`config.mk`:
```
export PLATFORM = sky130hd
export DESIGN_NAME = i2c_byte_sequencer
export DESIGN_NICKNAME = d
export VERILOG_FILES = /design/src/rtl/i2cseq_pkg.sv /design/src/rtl/i2cseq_accept.sv /design/src/rtl/i2cseq_ctrl.sv /design/src/rtl/i2cseq_busdrv.sv /design/src/rtl/i2cseq_result.sv /design/src/rtl/i2c_byte_sequencer.sv
export SDC_FILE = /design/constraint.sdc
export NUM_CORES = 1
export LEC_CHECK = 0
export BUFFER_PORTS_ARGS = -buffer_cell sky130_fd_sc_hd__buf_4
export CORE_UTILIZATION = 50
export DETAILED_ROUTE_END_ITERATION = 16
export PLACE_DENSITY = 0.76
export SLEW_MARGIN = 20
export SYNTH_ARGS = -nofsm -noshare
export SYNTH_HDL_FRONTEND = slang
export SYNTH_SLANG_ARGS = --single-unit
```
`constraint.sdc`:
```
create_clock -name clk -period 4.1 [get_ports clk]
set_input_delay 0.41 -clock clk [delete_from_list [all_inputs] [get_ports clk]]
set_output_delay 0.41 -clock clk [all_outputs]
set_load 0.02 [all_outputs]
```
`src/rtl/i2cseq_pkg.sv`:
```
package i2cseq_pkg;

  // Sequencer phases: one register access per access phase.
  typedef enum logic [3:0] {
    PH_IDLE,
    PH_POLL,
    PH_START,
    PH_ADDR,
    PH_WAIT,
    PH_LASTRD,
    PH_DUMMY,
    PH_STOP,
    PH_FETCH,
    PH_DATA
  } phase_t;

  // Interrupt-driven step: 0/1 read path, 2/3 write path.
  typedef enum logic [1:0] {
    SQ_RD_ARM  = 2'd0,
    SQ_RD_END  = 2'd1,
    SQ_WR_DATA = 2'd2,
    SQ_WR_END  = 2'd3
  } step_t;

  localparam logic SEL_CTRL = 1'b0;
  localparam logic SEL_DATA = 1'b1;

endpackage

```
`src/rtl/i2cseq_accept.sv`:
```
module i2cseq_accept #(
  parameter int DW = 8
) (
  input  logic          clk,
  input  logic          rst,
  input  logic          go,
  input  logic          busy,
  input  logic [DW-1:0] cmd_in,
  input  logic [DW-1:0] wdat_in,
  output logic          start,
  output logic [DW-1:0] cmd_q,
  output logic [DW-1:0] wdat_q,
  output logic          is_read
);

  assign start   = go && !busy;
  assign is_read = cmd_q[0];

  always_ff @(posedge clk) begin
    if (rst) begin
      cmd_q  <= '0;
      wdat_q <= '0;
    end else if (start) begin
      cmd_q  <= cmd_in;
      wdat_q <= wdat_in;
    end
  end

endmodule

```
`src/rtl/i2cseq_ctrl.sv`:
```
module i2cseq_ctrl
  import i2cseq_pkg::*;
(
  input  logic   clk,
  input  logic   rst,
  input  logic   start,
  input  logic   is_read,
  input  logic   stop_flag,
  input  logic   irq,
  output phase_t phase_q,
  output phase_t phase_n,
  output logic   busy
);

  step_t step_q, step_n;

  always_comb begin
    phase_n = phase_q;
    step_n  = step_q;
    case (phase_q)
      PH_IDLE:   if (start) phase_n = PH_POLL;
      PH_POLL:   if (!stop_flag) phase_n = PH_START;
      PH_START:  phase_n = PH_ADDR;
      PH_ADDR: begin
        phase_n = PH_WAIT;
        step_n  = is_read ? SQ_RD_ARM : SQ_WR_DATA;
      end
      PH_WAIT: begin
        if (irq) begin
          case (step_q)
            SQ_RD_ARM:  phase_n = PH_LASTRD;
            SQ_WR_DATA: phase_n = PH_DATA;
            default:    phase_n = PH_STOP;
          endcase
        end
      end
      PH_LASTRD: phase_n = PH_DUMMY;
      PH_DUMMY: begin
        phase_n = PH_WAIT;
        step_n  = SQ_RD_END;
      end
      PH_DATA: begin
        phase_n = PH_WAIT;
        step_n  = SQ_WR_END;
      end
      // Fetch follows STOP with nothing in between.
      PH_STOP:   phase_n = (step_q == SQ_RD_END) ? PH_FETCH : PH_IDLE;
      PH_FETCH:  phase_n = PH_IDLE;
      default:   phase_n = PH_IDLE;
    endcase
  end

  always_ff @(posedge clk) begin
    if (rst) begin
      phase_q <= PH_IDLE;
      step_q  <= SQ_RD_ARM;
      busy    <= 1'b0;
    end else begin
      phase_q <= phase_n;
      step_q  <= step_n;
      busy    <= (phase_n != PH_IDLE);
    end
  end

endmodule

```
`src/rtl/i2cseq_busdrv.sv`:
```
module i2cseq_busdrv
  import i2cseq_pkg::*;
#(
  parameter int DW         = 8,
  parameter int START_BIT  = 7,
  parameter int STOP_BIT   = 6,
  parameter int LASTRD_BIT = 5
) (
  input  logic          clk,
  input  logic          rst,
  input  phase_t        phase_n,
  input  logic [DW-1:0] cmd_q,
  input  logic [DW-1:0] wdat_q,
  output logic          m_wr,
  output logic          m_rd,
  output logic          m_sel,
  output logic [DW-1:0] m_wdata
);

  localparam logic [DW-1:0] ONE         = {{(DW-1){1'b0}}, 1'b1};
  localparam logic [DW-1:0] START_MASK  = ONE << START_BIT;
  localparam logic [DW-1:0] STOP_MASK   = ONE << STOP_BIT;
  localparam logic [DW-1:0] LASTRD_MASK = ONE << LASTRD_BIT;

  logic          wr_n, rd_n, sel_n;
  logic [DW-1:0] wdata_n;

  always_comb begin
    wr_n    = 1'b0;
    rd_n    = 1'b0;
    sel_n   = SEL_CTRL;
    wdata_n = '0;
    case (phase_n)
      PH_POLL:   rd_n = 1'b1;
      PH_START:  begin wr_n = 1'b1; wdata_n = START_MASK; end
      PH_ADDR:   begin wr_n = 1'b1; sel_n = SEL_DATA; wdata_n = cmd_q; end
      PH_LASTRD: begin wr_n = 1'b1; wdata_n = LASTRD_MASK; end
      PH_DUMMY:  begin rd_n = 1'b1; sel_n = SEL_DATA; end
      PH_STOP:   begin wr_n = 1'b1; wdata_n = STOP_MASK; end
      PH_FETCH:  begin rd_n = 1'b1; sel_n = SEL_DATA; end
      PH_DATA:   begin wr_n = 1'b1; sel_n = SEL_DATA; wdata_n = wdat_q; end
      default:   ;
    endcase
  end

  always_ff @(posedge clk) begin
    if (rst) begin
      m_wr    <= 1'b0;
      m_rd    <= 1'b0;
      m_sel   <= SEL_CTRL;
      m_wdata <= '0;
    end else begin
      m_wr    <= wr_n;
      m_rd    <= rd_n;
      m_sel   <= sel_n;
      m_wdata <= wdata_n;
    end
  end

endmodule

```
`src/rtl/i2cseq_result.sv`:
```
module i2cseq_result #(
  parameter int DW = 8
) (
  input  logic          clk,
  input  logic          rst,
  input  logic          cap,
  input  logic [DW-1:0] m_rdata,
  output logic [DW-1:0] rd_byte
);

  always_ff @(posedge clk) begin
    if (rst)      rd_byte <= '0;
    else if (cap) rd_byte <= m_rdata;
  end

endmodule

```
`src/rtl/i2c_byte_sequencer.sv`:
```
module i2c_byte_sequencer
  import i2cseq_pkg::*;
#(
  parameter int DW         = 8,
  parameter int START_BIT  = 7,
  parameter int STOP_BIT   = 6,
  parameter int LASTRD_BIT = 5
) (
  input  logic          clk,
  input  logic          rst,
  input  logic          go,
  input  logic [DW-1:0] cmd_byte,
  input  logic [DW-1:0] wr_byte,
  output logic          busy,
  output logic [DW-1:0] rd_byte,
  output logic          m_wr,
  output logic          m_rd,
  output logic          m_sel,
  output logic [DW-1:0] m_wdata,
  input  logic [DW-1:0] m_rdata,
  input  logic          m_irq
);

  logic          start, is_read;
  logic [DW-1:0] cmd_q, wdat_q;
  phase_t        phase_q, phase_n;

  i2cseq_accept #(.DW(DW)) u_accept (
    .clk     (clk),
    .rst     (rst),
    .go      (go),
    .busy    (busy),
    .cmd_in  (cmd_byte),
    .wdat_in (wr_byte),
    .start   (start),
    .cmd_q   (cmd_q),
    .wdat_q  (wdat_q),
    .is_read (is_read)
  );

  i2cseq_ctrl u_ctrl (
    .clk       (clk),
    .rst       (rst),
    .start     (start),
    .is_read   (is_read),
    .stop_flag (m_rdata[STOP_BIT]),
    .irq       (m_irq),
    .phase_q   (phase_q),
    .phase_n   (phase_n),
    .busy      (busy)
  );

  i2cseq_busdrv #(
    .DW         (DW),
    .START_BIT  (START_BIT),
    .STOP_BIT   (STOP_BIT),
    .LASTRD_BIT (LASTRD_BIT)
  ) u_busdrv (
    .clk     (clk),
    .rst     (rst),
    .phase_n (phase_n),
    .cmd_q   (cmd_q),
    .wdat_q  (wdat_q),
    .m_wr    (m_wr),
    .m_rd    (m_rd),
    .m_sel   (m_sel),
    .m_wdata (m_wdata)
  );

  i2cseq_result #(.DW(DW)) u_result (
    .clk     (clk),
    .rst     (rst),
    .cap     (phase_q == PH_FETCH),
    .m_rdata (m_rdata),
    .rd_byte (rd_byte)
  );

endmodule

```
# == Word level (Yosys, flattened, before mapping) ==
# Index checks and enable logic that the tools add are counted.
# classes
eq_ne,19
n_mux,12
reduce_logical,10
# op_table
op,count
8-bit one-hot mux with 5 select lines,1
"4-bit by 3-bit == test with 1-bit output, second input constant",7
4-bit one-hot mux with 7 select lines,1
"4-bit by 2-bit == test with 1-bit output, second input constant",4
"4-bit == test, second input constant",4
4-bit 2-to-1 mux,4
"4-bit by 1-bit == test with 1-bit output, second input constant",2
4-bit one-hot mux with 2 select lines,1
2-bit one-hot mux with 3 select lines,1
3-bit OR reduction,2
5-bit OR reduction,1
4-bit logical NOT,1
4-bit nonzero test,1
4-bit OR reduction,1
1-bit 2-to-1 mux,3
3-bit nonzero test,1
"2-bit by 1-bit == test with 1-bit output, second input constant",1
"2-bit == test, second input constant",1
2-bit logical NOT,1
2-bit 2-to-1 mux,1
1-bit logical AND,1
1-bit logical NOT,1
# word_totals
regBits,42
in_bits,28
output_inout_bits,20

# == Logic depth before layout (Yosys ltp) ==
# logic_depth
ltp_word,7
mapped_depth,6
ltp_nobuf,4

# == By module ==
# A second synthesis with hierarchy kept.
# hier_totals
cells_unflattened,203
hier_area_um2,2000.7
# by_module_without_submodules
mod,instances,cells_per_inst,area_each_um2
i2cseq_accept,1,72,763.2
i2cseq_busdrv,1,52,495.5
i2cseq_ctrl,1,52,441.7
i2cseq_result,1,26,285.3
i2c_byte_sequencer,1,1,15.0

# == Least setup slack after synthesis ==
# OpenSTA, ideal clock, no wires.
# synth_timing
kind,input to register
startpoint,input port go
endpoint,register u_busdrv.m_wdata[6]
arrival_ns,1.313
t_required_ns,3.967
slack_ns,2.654
stages,5
path_buffers,1
path_cell_list,nor2b_1 -> clkbuf_1 -> o211a_1 -> o221ai_4 -> a22oi_2
# synth_between
elab_chain_cells,5
# synth_lines
element,line,source
start: declaration,i2c_byte_sequencer.sv:11,"input logic go,"
1-bit logical AND (*),i2cseq_accept.sv:16,assign start = go && !busy;
4-bit 2-to-1 mux (*),i2cseq_ctrl.sv:21,PH_IDLE: if (start) phase_n = PH_POLL;
4-bit one-hot mux with 7 select lines (*),i2cseq_ctrl.sv:20,case (phase_q)
4-bit == test (tied with other cells),i2cseq_busdrv.sv:33,case (phase_n)
8-bit one-hot mux with 5 select lines (*),i2cseq_busdrv.sv:33,
end signal: assignment,i2cseq_busdrv.sv:56,m_wdata <= wdata_n;
end: declaration,i2cseq_busdrv.sv:17,output logic [DW-1:0] m_wdata
# Mark *: on every way between the ends. The rest lies on a longest branch, timed or not.
# A chain may end at the register's enable or synchronous reset.

# == Worst setup path after layout ==
# layout_timing
startpoint,register u_ctrl.phase_q[1]
endpoint,register u_busdrv.m_wdata[6]
# layout_between
elab_chain_cells,5
# layout_lines
element,line,source
start: declaration,i2cseq_ctrl.sv:10,"output phase_t phase_q,"
start signal: assignment,i2cseq_ctrl.sv:59,phase_q <= phase_n;
4-bit by 2-bit == test with 1-bit output (tied with other cells),i2cseq_ctrl.sv:20,
3-bit OR reduction (no source line),--,
4-bit one-hot mux with 7 select lines (*),i2cseq_ctrl.sv:20,
4-bit == test (tied with other cells),i2cseq_busdrv.sv:33,
8-bit one-hot mux with 5 select lines (*),i2cseq_busdrv.sv:33,
# Marked as above.

==> impl_metrics.tcl <==
set metrics [dict create \
    crit_fanout 19 \
    finalWirelength_mm 4.15 \
    numCtsBuffers 5 \
    hp-class "in2reg" \
    vdd_drop_max_mv 0.247 \
    cp-end-kind "flip-flop" \
    synth_cell_types 44 \
    cts_resized 0 \
    start_util_pct 52.2 \
    netSwitchingPower_mw 0.238 \
    postCtsSetupBuffers 0 \
    synthXorXnorAreaFrac_pct 0 \
    synth_adder_area_share_pct 0 \
    startpoint "u_ctrl.phase_q[1]" \
    fp.dieH_um 63.8 \
    cts_sinks 42 \
    required_ns 4.27 \
    crit_buf_inv 0 \
    fp-row-count 22 \
    antennaDiodeCount 0 \
    synthTopCellsByCount "54 x nand2_1, 42 x dfxtp_1, 36 x a21oi_1" \
    grt_pass1_wl_mm 6.74 \
    synth_area_sq_um 1910 \
    async_flop_share_pct 0 \
    cts_tree "built" \
    coreArea_sq_um 3660 \
    firstDrtPassIters 5 \
    ys_ff_latch 42 \
    totalPowerFinal_mw 0.861 \
    synth_top_cell_by_area "dfxtp_1" \
    period_share_pct 47.4 \
    path_class "reg2reg" \
    min_from "m_rdata[7]" \
    path_cells "nor2_1 -> a31o_1 -> o221ai_4 -> a22oi_2" \
    grt_max_degree 36 \
    synthCells 220 \
    hold_violations 0 \
    synthTopCellsByArea "dfxtp_1 44%, nand2_1 11%, a21oi_1 9.4%, a2111oi_4 2.9%, nor2_1 2.4%" \
    synth.most_common_cell "nand2_1" \
    status "finished clean" \
    io_pins 48 \
    drc 0 \
    period_needed_ns 1.94 \
    setup_viol 0 \
    drive_gt1_share_pct 28.1 \
    rr_startpoint "u_ctrl.phase_q[1]" \
    ff_latch_area_sq_um 841 \
    timing.final.max_slew_violations 0 \
    path_clk_slew_ns 0.08 \
    hold_buffers 0 \
    worstPathArrival_ns 2.11 \
    die-area_sq_um 4070 \
    area_delta_synth_final_pct 22.1 \
    synth_edf_count 0 \
    io_buffers 47 \
    nets 287 \
    cpPeakStageDelay_ns 0.81 \
    p_int_mw 0.622 \
    muxShareOfSynthArea_pct 0 \
    timing.slew.headroom_pct 49.8 \
    fmax_mhz 515 \
    postRouteAntennaNets 0 \
    overflow 0 \
    h-tree-depth 2 \
    cts_buffer_depth 2 \
    slowest_stage "dfxtp_1" \
    rsz0062_at_grt "false" \
    pwr-share-seq_pct 52.9 \
    fp.dieW_um 63.8 \
    swShare_pct 27.7 \
    via_per_inst 5.33 \
    insertion_delay_ns 0.29 \
    avgSynthCellArea_sq_um 8.69 \
    fin_setup_tns_ns 0 \
    finish.instance_area_sq_um 2330 \
    drt_iter0_markers 130 \
    wl_per_cell_um 13.5 \
    placed_area_sq_um 2240 \
    fillCellCount 340 \
    p_per_area_nw_per_um2 369 \
    synth_top_area_share_pct 44.0 \
    p_leak_nw 0.893 \
    synth_top_family_by_area "compound AO/OA/AOI/OAI gates" \
    max_cap_viol_count 0 \
    cp_top_family "flip-flops" \
    grt_usage_pct 21.6 \
    synth-compound-area-share_pct 26.8 \
    fin_skew_ns 0.00594 \
    worst_setup_path_start_kind "flip-flop" \
    ys.flop_type "dfxtp_1" \
    dp_hpwl_mm 2.82 \
    worst_pin_slew_ns 0.751 \
    power.share.clock_pct 32.0 \
    gp_congestion 0.868 \
    post_synth_and_or_nand_nor_area_fraction_pct 23.8 \
    vias 1642 \
    power_frac_comb_pct 15.2 \
    synthesis.nets 248 \
    multiInputGateArea_sq_um 971 \
    antenna_found_initial 0 \
    yosys_warnings 0 \
    seq_area_frac_synth_pct 44.0 \
    grt_pass1_vias 1451 \
    ctsRootBufferMaster "clkbuf_8" \
]
stage by stage:
stage          std cells  worst slack, ns  hold WS, ns  util, %
4_1_cts              308             2.16        0.352     63.7
3_5_place_dp         300             1.97        0.447     61.1
2_1_floorplan        220             2.65        0.432        -
5_1_grt              308             2.01        0.351     63.8
6_report             308             2.16        0.354     63.8
3_3_place_gp         300             2.03        0.441     61.1
cells by family after synthesis:
family | after synthesis
buf+inv | 19
simple gates | 91
compound gates | 68
flops | 42
layout by cell type (no fill, tap or decap), drive strengths merged, types with 2 or more instances in the layout:
cell type / netlist / layout
a2111oi: 3 / 3
a21boi: 2 / 2
a21oi: 36 / 36
a22oi: 7 / 7
buf: 6 / 47
clkbuf: 9 / 6
dfxtp: 42 / 42
inv: 4 / 4
nand2: 54 / 54
nand2b: 8 / 8
nor2: 12 / 12
nor3: 6 / 6
o211a: 2 / 2
o21ai: 7 / 7
or3b: 2 / 2
state kept, by name, summed over array words and instances (netlist names):
signal and cells:
u_busdrv.m_sel 1, u_ctrl.step_q 2, u_busdrv.m_rd 1, u_ctrl.phase_q 4, u_ctrl.busy 1, u_busdrv.m_wr 1, u_result.rd_byte 8, u_busdrv.m_wdata 8
u_accept.cmd_q 8, u_accept.wdat_q 8
final cells by class:
| cell class | instances | area share, % |
|---|---|---|
| multi-input cells | 159 | 41.6 |
| flip-flops and latches | 42 | 36.0 |
| repair buffers | 47 | 15.1 |
| well taps | 48 | 2.57 |
| inverters | 4 | 0.643 |
| clock buffers | 6 | 3.54 |
| clock inverters | 2 | 0.536 |
worst min-delay path, cell delays in order:
cell and delay, ns:
buf_4 0.10, nand2_1 0.04, a21oi_1 0.05
path summary, 6_finish.rpt:
| path | endpoint | slack (ns) | depth (start not counted) |
|---|---|---|---|
| setup / recovery | u_busdrv.m_wdata[6] | 2.16 | 4 |
| hold / removal | u_result.rd_byte[7] | 0.35 | 3 |
| setup reg to reg | u_busdrv.m_wdata[6] | 2.16 | 4 |
| hold reg to reg | u_result.rd_byte[7] | 0.46 | 2 |
per-layer routing:
layer / wire [um] / global-route usage, % / vias up
met4: 81 / 10.2 / 0
met1: 1950 / 28.8 / 752
met3: 196 / 5.54 / 8
li1: - / - / 842
met5: 0 / 0 / -
met2: 1920 / 32.3 / 40
power by group through the flow:
| stage | combinational [mW] | sequential (mW) | clock [mW] |
|---|---|---|---|
| after floorplan | 0.0969 | 0.456 | 0 |
| after global placement | 0.129 | 0.463 | 0 |
| after detailed placement | 0.131 | 0.464 | 0 |
| after CTS | 0.131 | 0.455 | 0.280 |
| after global routing | 0.144 | 0.459 | 0.302 |
| final | 0.131 | 0.455 | 0.275 |
Note: power is estimated with default switching activity, not from simulation.
